### src/rtl/rst_seq_pkg.sv
`timescale 1ns/1ps
package rst_seq_pkg;

  // Number of supply-monitor channels handled by the sequencer.
  localparam int unsigned SUPPLY_CNT = 2;

  // Channel index of each supply monitor.
  typedef enum int unsigned {
    SUP_POR = 0,
    SUP_BOD = 1
  } supply_e;

  // Bits needed to hold values 0..maxval (never less than one bit).
  function automatic int unsigned width_for(input int unsigned maxval);
    return (maxval < 2) ? 1 : $clog2(maxval + 1);
  endfunction

endpackage

### src/rtl/rst_supply_hold.sv
`timescale 1ns/1ps
// One supply channel. The hold register is set while the comparator
// reports a low supply, then counts DELAY edges once the supply is good.
module rst_supply_hold #(
  parameter int unsigned DELAY = 1024
) (
  input  logic clk,
  input  logic rst_n,
  input  logic low_i,
  output logic hold_o
);
  import rst_seq_pkg::*;

  localparam int unsigned   CW   = width_for(DELAY);
  localparam logic [CW-1:0] LAST = CW'(DELAY - 1);

  logic [CW-1:0] cnt_q, cnt_d;
  logic          hold_q, hold_d;
  logic          cnt_en;

  always_comb begin
    cnt_d  = cnt_q;
    hold_d = hold_q;
    cnt_en = 1'b0;
    if (low_i) begin
      cnt_en = 1'b1;
      cnt_d  = '0;
      hold_d = 1'b1;
    end else if (hold_q) begin
      cnt_en = 1'b1;
      if (cnt_q == LAST) begin
        cnt_d  = '0;
        hold_d = 1'b0;
      end else begin
        cnt_d = cnt_q + 1'b1;
      end
    end
  end

  always_ff @(posedge clk or negedge rst_n) begin
    if (!rst_n) begin
      cnt_q  <= '0;
      hold_q <= 1'b1;
    end else if (cnt_en) begin
      cnt_q  <= cnt_d;
      hold_q <= hold_d;
    end
  end

  assign hold_o = hold_q;

endmodule

### src/rtl/rst_pin_qual.sv
`timescale 1ns/1ps
// External pin: synchronizer chain followed by a run-length qualifier.
module rst_pin_qual #(
  parameter int unsigned SYNC_STAGES = 2,
  parameter int unsigned MIN_CYC     = 2
) (
  input  logic clk,
  input  logic rst_n,
  input  logic pin_i,
  output logic active_o
);
  import rst_seq_pkg::*;

  localparam int unsigned   QW  = width_for(MIN_CYC - 1);
  localparam logic [QW-1:0] SAT = QW'(MIN_CYC - 1);

  logic [SYNC_STAGES-1:0] sync_q, sync_d;
  logic                   level;
  logic [QW-1:0]          run_q, run_d;
  logic                   run_en;
  logic                   act_q, act_d;

  assign sync_d = {sync_q[SYNC_STAGES-2:0], pin_i};
  assign level  = sync_q[SYNC_STAGES-1];

  always_comb begin
    run_d  = run_q;
    run_en = level | (run_q != '0);
    if (!level) begin
      run_d = '0;
    end else if (run_q != SAT) begin
      run_d = run_q + 1'b1;
    end
    act_d = level & (run_q == SAT);
  end

  always_ff @(posedge clk or negedge rst_n) begin
    if (!rst_n) begin
      sync_q <= '0;
    end else begin
      sync_q <= sync_d;
    end
  end

  always_ff @(posedge clk or negedge rst_n) begin
    if (!rst_n) begin
      run_q <= '0;
    end else if (run_en) begin
      run_q <= run_d;
    end
  end

  always_ff @(posedge clk or negedge rst_n) begin
    if (!rst_n) begin
      act_q <= 1'b0;
    end else begin
      act_q <= act_d;
    end
  end

  assign active_o = act_q;

endmodule

### src/rtl/rst_wdt_stretch.sv
`timescale 1ns/1ps
// Turns a one-cycle watchdog request into a reset pulse of PULSE cycles.
module rst_wdt_stretch #(
  parameter int unsigned PULSE = 16
) (
  input  logic clk,
  input  logic rst_n,
  input  logic req_i,
  output logic active_o
);
  import rst_seq_pkg::*;

  localparam int unsigned   WW   = width_for(PULSE);
  localparam logic [WW-1:0] LOAD = WW'(PULSE);

  logic [WW-1:0] left_q, left_d;
  logic          left_en;

  always_comb begin
    left_d  = left_q;
    left_en = req_i | (left_q != '0);
    if (req_i) begin
      left_d = LOAD;
    end else if (left_q != '0) begin
      left_d = left_q - 1'b1;
    end
  end

  always_ff @(posedge clk or negedge rst_n) begin
    if (!rst_n) begin
      left_q <= '0;
    end else if (left_en) begin
      left_q <= left_d;
    end
  end

  assign active_o = (left_q != '0);

endmodule

### src/rtl/rst_cold_flag.sv
`timescale 1ns/1ps
// Sticky cold-start flag: set by power-on, cleared only by writing 0.
module rst_cold_flag (
  input  logic clk,
  input  logic rst_n,
  input  logic por_i,
  input  logic wr_i,
  input  logic wdata_i,
  output logic flag_o
);

  logic flag_q, flag_d, flag_en;

  always_comb begin
    flag_en = por_i | (wr_i & ~wdata_i);
    flag_d  = por_i;
  end

  always_ff @(posedge clk or negedge rst_n) begin
    if (!rst_n) begin
      flag_q <= 1'b1;
    end else if (flag_en) begin
      flag_q <= flag_d;
    end
  end

  assign flag_o = flag_q;

endmodule

### src/rtl/rst_sequencer.sv
`timescale 1ns/1ps
module rst_sequencer #(
  parameter int unsigned POR_DELAY   = 1024,
  parameter int unsigned BOD_DELAY   = 1024,
  parameter int unsigned EXT_SYNC    = 2,
  parameter int unsigned EXT_MIN     = 2,
  parameter int unsigned WDT_PULSE   = 16
) (
  input  logic clk,
  input  logic rst_n,
  input  logic por_low_i,
  input  logic bod_low_i,
  input  logic ext_rst_pin_i,
  input  logic wdt_req_i,
  input  logic flag_wr_i,
  input  logic flag_wdata_i,
  output logic cold_flag_o,
  output logic sys_rst_o
);
  import rst_seq_pkg::*;

  logic [SUPPLY_CNT-1:0] sup_low;
  logic [SUPPLY_CNT-1:0] sup_hold;
  logic                  ext_active;
  logic                  wdt_active;

  assign sup_low[SUP_POR] = por_low_i;
  assign sup_low[SUP_BOD] = bod_low_i;

  for (genvar g = 0; g < SUPPLY_CNT; g++) begin : g_supply
    localparam int unsigned CH_DELAY = (g == int'(SUP_POR)) ? POR_DELAY : BOD_DELAY;
    rst_supply_hold #(
      .DELAY (CH_DELAY)
    ) u_hold (
      .clk    (clk),
      .rst_n  (rst_n),
      .low_i  (sup_low[g]),
      .hold_o (sup_hold[g])
    );
  end

  rst_pin_qual #(
    .SYNC_STAGES (EXT_SYNC),
    .MIN_CYC     (EXT_MIN)
  ) u_pin (
    .clk      (clk),
    .rst_n    (rst_n),
    .pin_i    (ext_rst_pin_i),
    .active_o (ext_active)
  );

  rst_wdt_stretch #(
    .PULSE (WDT_PULSE)
  ) u_wdt (
    .clk      (clk),
    .rst_n    (rst_n),
    .req_i    (wdt_req_i),
    .active_o (wdt_active)
  );

  rst_cold_flag u_flag (
    .clk     (clk),
    .rst_n   (rst_n),
    .por_i   (por_low_i),
    .wr_i    (flag_wr_i),
    .wdata_i (flag_wdata_i),
    .flag_o  (cold_flag_o)
  );

  // Supply-low levels reach the output combinationally; every other term
  // is a register, so release always happens at a clock edge.
  assign sys_rst_o = (|sup_low) | (|sup_hold) | ext_active | wdt_active;

endmodule

### config.mk
export PLATFORM = sky130hd
export DESIGN_NAME = rst_sequencer
export DESIGN_NICKNAME = d
export VERILOG_FILES = /design/src/rtl/rst_seq_pkg.sv /design/src/rtl/rst_supply_hold.sv /design/src/rtl/rst_pin_qual.sv /design/src/rtl/rst_wdt_stretch.sv /design/src/rtl/rst_cold_flag.sv /design/src/rtl/rst_sequencer.sv
export SDC_FILE = /design/constraint.sdc
export NUM_CORES = 1
export LEC_CHECK = 0
export CELL_PAD_IN_SITES_DETAIL_PLACEMENT = 1
export CELL_PAD_IN_SITES_GLOBAL_PLACEMENT = 1
export CORE_ASPECT_RATIO = 1.5
export CORE_MARGIN = 2
export CORE_UTILIZATION = 46
export CTS_BUF_LIST = sky130_fd_sc_hd__clkbuf_4 sky130_fd_sc_hd__clkbuf_8 sky130_fd_sc_hd__clkbuf_16
export CTS_CLUSTER_DIAMETER = 50
export DETAILED_ROUTE_END_ITERATION = 10
export GPL_TIMING_DRIVEN = 0
export PLACE_DENSITY_LB_ADDON = 0.3
export SLEW_MARGIN = 25
export SYNTH_ARGS = -nofsm -noshare
export SYNTH_HDL_FRONTEND = slang
export SYNTH_HIERARCHICAL = 1
export SYNTH_SLANG_ARGS = --single-unit
export TNS_END_PERCENT = 30
### constraint.sdc
create_clock -name clk -period 2.8 [get_ports clk]
set_input_delay 0.7 -clock clk [delete_from_list [all_inputs] [get_ports clk]]
set_output_delay 0.7 -clock clk [all_outputs]
set_load 0.05 [all_outputs]
==> impl_results.md <==
* Vias in the first global route at 1481
* Remaining DRCs at 0
* Root Driver: clkbuf_8
* Initial core utilization at 46.87%
* Finished Core Util at 55.90%
* Clock sinks at 34
* Wirelength, routed at 4140 µm
* Period utilization at 98.12%
* Reg-to-Reg Start: g_supply[1].u_hold/cnt_q[0]
* R2R cell count at 5
* Syn avg cell area at 10.02 µm²
* Post-synth EDFFs at 0
* Max Slew Vio Count at 0
* Final setup viols at 0
* Dominant cells by area after synthesis: dfrtp_1 (46%), dfstp_2 (4.7%), nor2_1 (4.4%)
* Hold Vio Cnt, Final at 0
* First-pass DRT Iterations at 4
* Gpl congestion at 0.8099
* Crit-path slowest cell: or4b_4
* CP Capture Type: primary output
* CP delay by family, top: simple AND/OR/NAND/NOR gates
* First-pass GRT wire length at 6734 µm
* Crit path max fanout at 5
* Max cap viols at 0
* Min Tclk post-route at 2.747 ns
* Ant. Diodes at 0
* Post-Syn Area at 1694 µm²
* H-tree levels at 2
* Dpl cell area at 1861 µm²
* Synth top area share at 45.79%
* Chip Height at 78.33 µm
* Clk_lat worst skew at 0.30 ns
* Pwr dens at 640.9 nW/µm²
* YS warnings at 6
* Top_reg_cell synth: dfrtp_1
* Area leader, netlist: dfrtp_1
* Startpoint type of the worst setup path: flop
* Sequential area share after synthesis at 50.44%
* Worst min path class: primary input to asynchronous set/reset pin
* Share of cells above drive strength 1 at 15.79%
* Buf/Inv on CP at 3
* WP data required at 2.10 ns
* DR vias at 1373
* Fin area at 2021 µm²
* CORE AREA at 3615 µm²
* Fin nets at 200
* Asr flop ratio synth at 100.0%
* Critical Path AT at 2.05 ns
* 1st-iter DRT viols at 39
* Pin slew with the least headroom to its limit at 0.5394 ns
* HPWL Detailed at 2903 µm
* Row count at 27
* Clock Path Buffers at 2
* Worst R2R End: g_supply[1].u_hold/cnt_q[8]
* Clk slew on worst S/H paths at 0.07 ns
* Worst path cell trace: inv_2 -> ha_4 -> or4b_4 -> buf_6 -> nor4_4 -> nand2_1 -> buf_6
* CP Class: flop to primary output
* Detailed-route wire length per cell at 17.77 µm
* Initial antenna violation count at 0
* Instance count of the mapped netlist at 169
* Cell variety after synth at 34
* CTS tree: done
* Die area at 4194 µm²
* Die width at 53.55 µm
* R2R setup slack at 1.10 ns
* Layout area overhead at 19.28%
* Hold-fix buffers, CTS at 0
* Syn nets at 180
* Critical path's largest stage delay at 0.46 ns
* Largest net degree at the start of global routing at 24
* Port bufs at 9
* Top cells by count, synth: dfrtp_1 (31), nor2_1 (20), nand2_1 (15)
* Remaining Overflow, GRT at 0
* Seq cells post-synth at 34
* Number of nets still failing antenna checks after routing at 0
* Hold WS at 0.2969 ns
* Cts bufs inserted at 5
* FMAX at 364.0 MHz
* Post-DR vias/cell at 5.893
* Peak supply drop at 0.5288 mV
* Lkg Pwr at 0.8299 nW
* Most frequent cell after synthesis: dfrtp_1
* Clk_skew at 0.007086 ns
* CP most frequent cell: buf_6
* Relative slew margins at 63.71%
* Status: complete, no violations
* Total GRT Usage at 22.56%
* Ports at 10
==> through the flow <==
step	total power [mW]	setup TNS, ns	cells	worst slack (ns)
floorplan	0.7237	0	169	0.3078
global placement	0.7673	-0.2056	221	-0.2056
detailed placement	0.7961	-0.2939	222	-0.2939
CTS	1.285	0	231	0.01534
global route	1.368	-0.02184	233	-0.02184
finish	1.295	0	233	0.05251
==> worst reg2reg max path: stages (launching register included) <==
cell and delay [ns]:
dfrtp_1 0.46, ha_1 0.24, nand2_1 0.17, nor4_1 0.45, xnor2_1 0.20, nor2_1 0.06
==> area by class of cell <==
cell class	instances	area [µm²]
multi-input cells	120	803.3
well taps	43	53.80
repair buffers	13	136.4
clock inverters	3	40.04
fillers	410	1594
plain buffers	6	30.03
inverters	9	33.78
clock buffers	5	68.82
flip-flops and latches	34	854.6
==> registers in the layout, summed over array words and instances (netlist names) <==
signal and cells:
g_supply.u_hold/hold_o 2, u_pin/active_o 1, u_pin/sync_q 2, u_wdt/left_q 5
g_supply.u_hold/cnt_q 22, u_flag/flag_o 1, u_pin/run_q 1
==> cells by family after synthesis <==
family | count (synthesis) | synth area share (%)
buffers and inverters | 15 | 3.767
AOI/OAI and AO/OA | 32 | 14.25
DFF | 34 | 50.44
and+or+nand+nor | 76 | 24.67
adders and majority gates | 3 | 2.216
xor gates and xnor gates | 9 | 4.653
==> what timing repair did <==
action                     4_1_cts  5_1_grt
setup buffers                    1        2
pin swaps                        0        2
gates resized for setup         10        3
gates cloned                     0        0
setup endpoints to repair        1        1
==> per-layer routing <==
metal | track usage [%] | share of wire [%]
met5 | 0 | 0
met4 | 9.744 | 2.5
met3 | 5.894 | 2.5
met2 | 41.60 | 57
met1 | 22.35 | 38
==> worst max path at each step <==
stage	endpoint	slack (ns)	startpoint	cells past startpoint
after floorplan	sys_rst_o	0.31	u_wdt/left_q[0]	6
after global placement	sys_rst_o	-0.21	u_wdt/left_q[0]	7
after detailed placement	sys_rst_o	-0.29	u_wdt/left_q[0]	7
after CTS	sys_rst_o	0.02	u_wdt/left_q[1]	7
after global routing	sys_rst_o	-0.02	u_wdt/left_q[1]	7
final	sys_rst_o	0.05	u_wdt/left_q[1]	7
==> layout by cell type, fill, tap and decap left out, types with 3 or more instances in the layout <==
master | netlist | layout
dfrtp_1 | 31 | 31
nor4_1 | 5 | 4
clkbuf_8 | 0 | 5
inv_1 | 9 | 7
nand4_1 | 4 | 4
a21o_1 | 8 | 8
clkdlybuf4s50_1 | 0 | 7
xnor2_1 | 5 | 5
buf_4 | 0 | 3
nand2_1 | 15 | 15
nor3_1 | 8 | 8
xor2_1 | 4 | 4
nor2_1 | 20 | 20
dfstp_2 | 3 | 3
nand3_1 | 6 | 6
a21oi_1 | 6 | 6
clkbuf_1 | 3 | 3
nand2b_1 | 5 | 5
a311oi_1 | 6 | 6
nand3b_1 | 3 | 3
==> where the power goes <==
| part | total [mW] | internal, mW | switching (mW) |
|---|---|---|---|
| Sequential | 0.582 | 0.535 | 0.0467 |
| Combinational | 0.261 | 0.138 | 0.123 |
| Clock | 0.451 | 0.262 | 0.190 |
| Total | 1.30 | 0.936 | 0.359 |
Note: power is estimated with default switching activity, not from simulation.
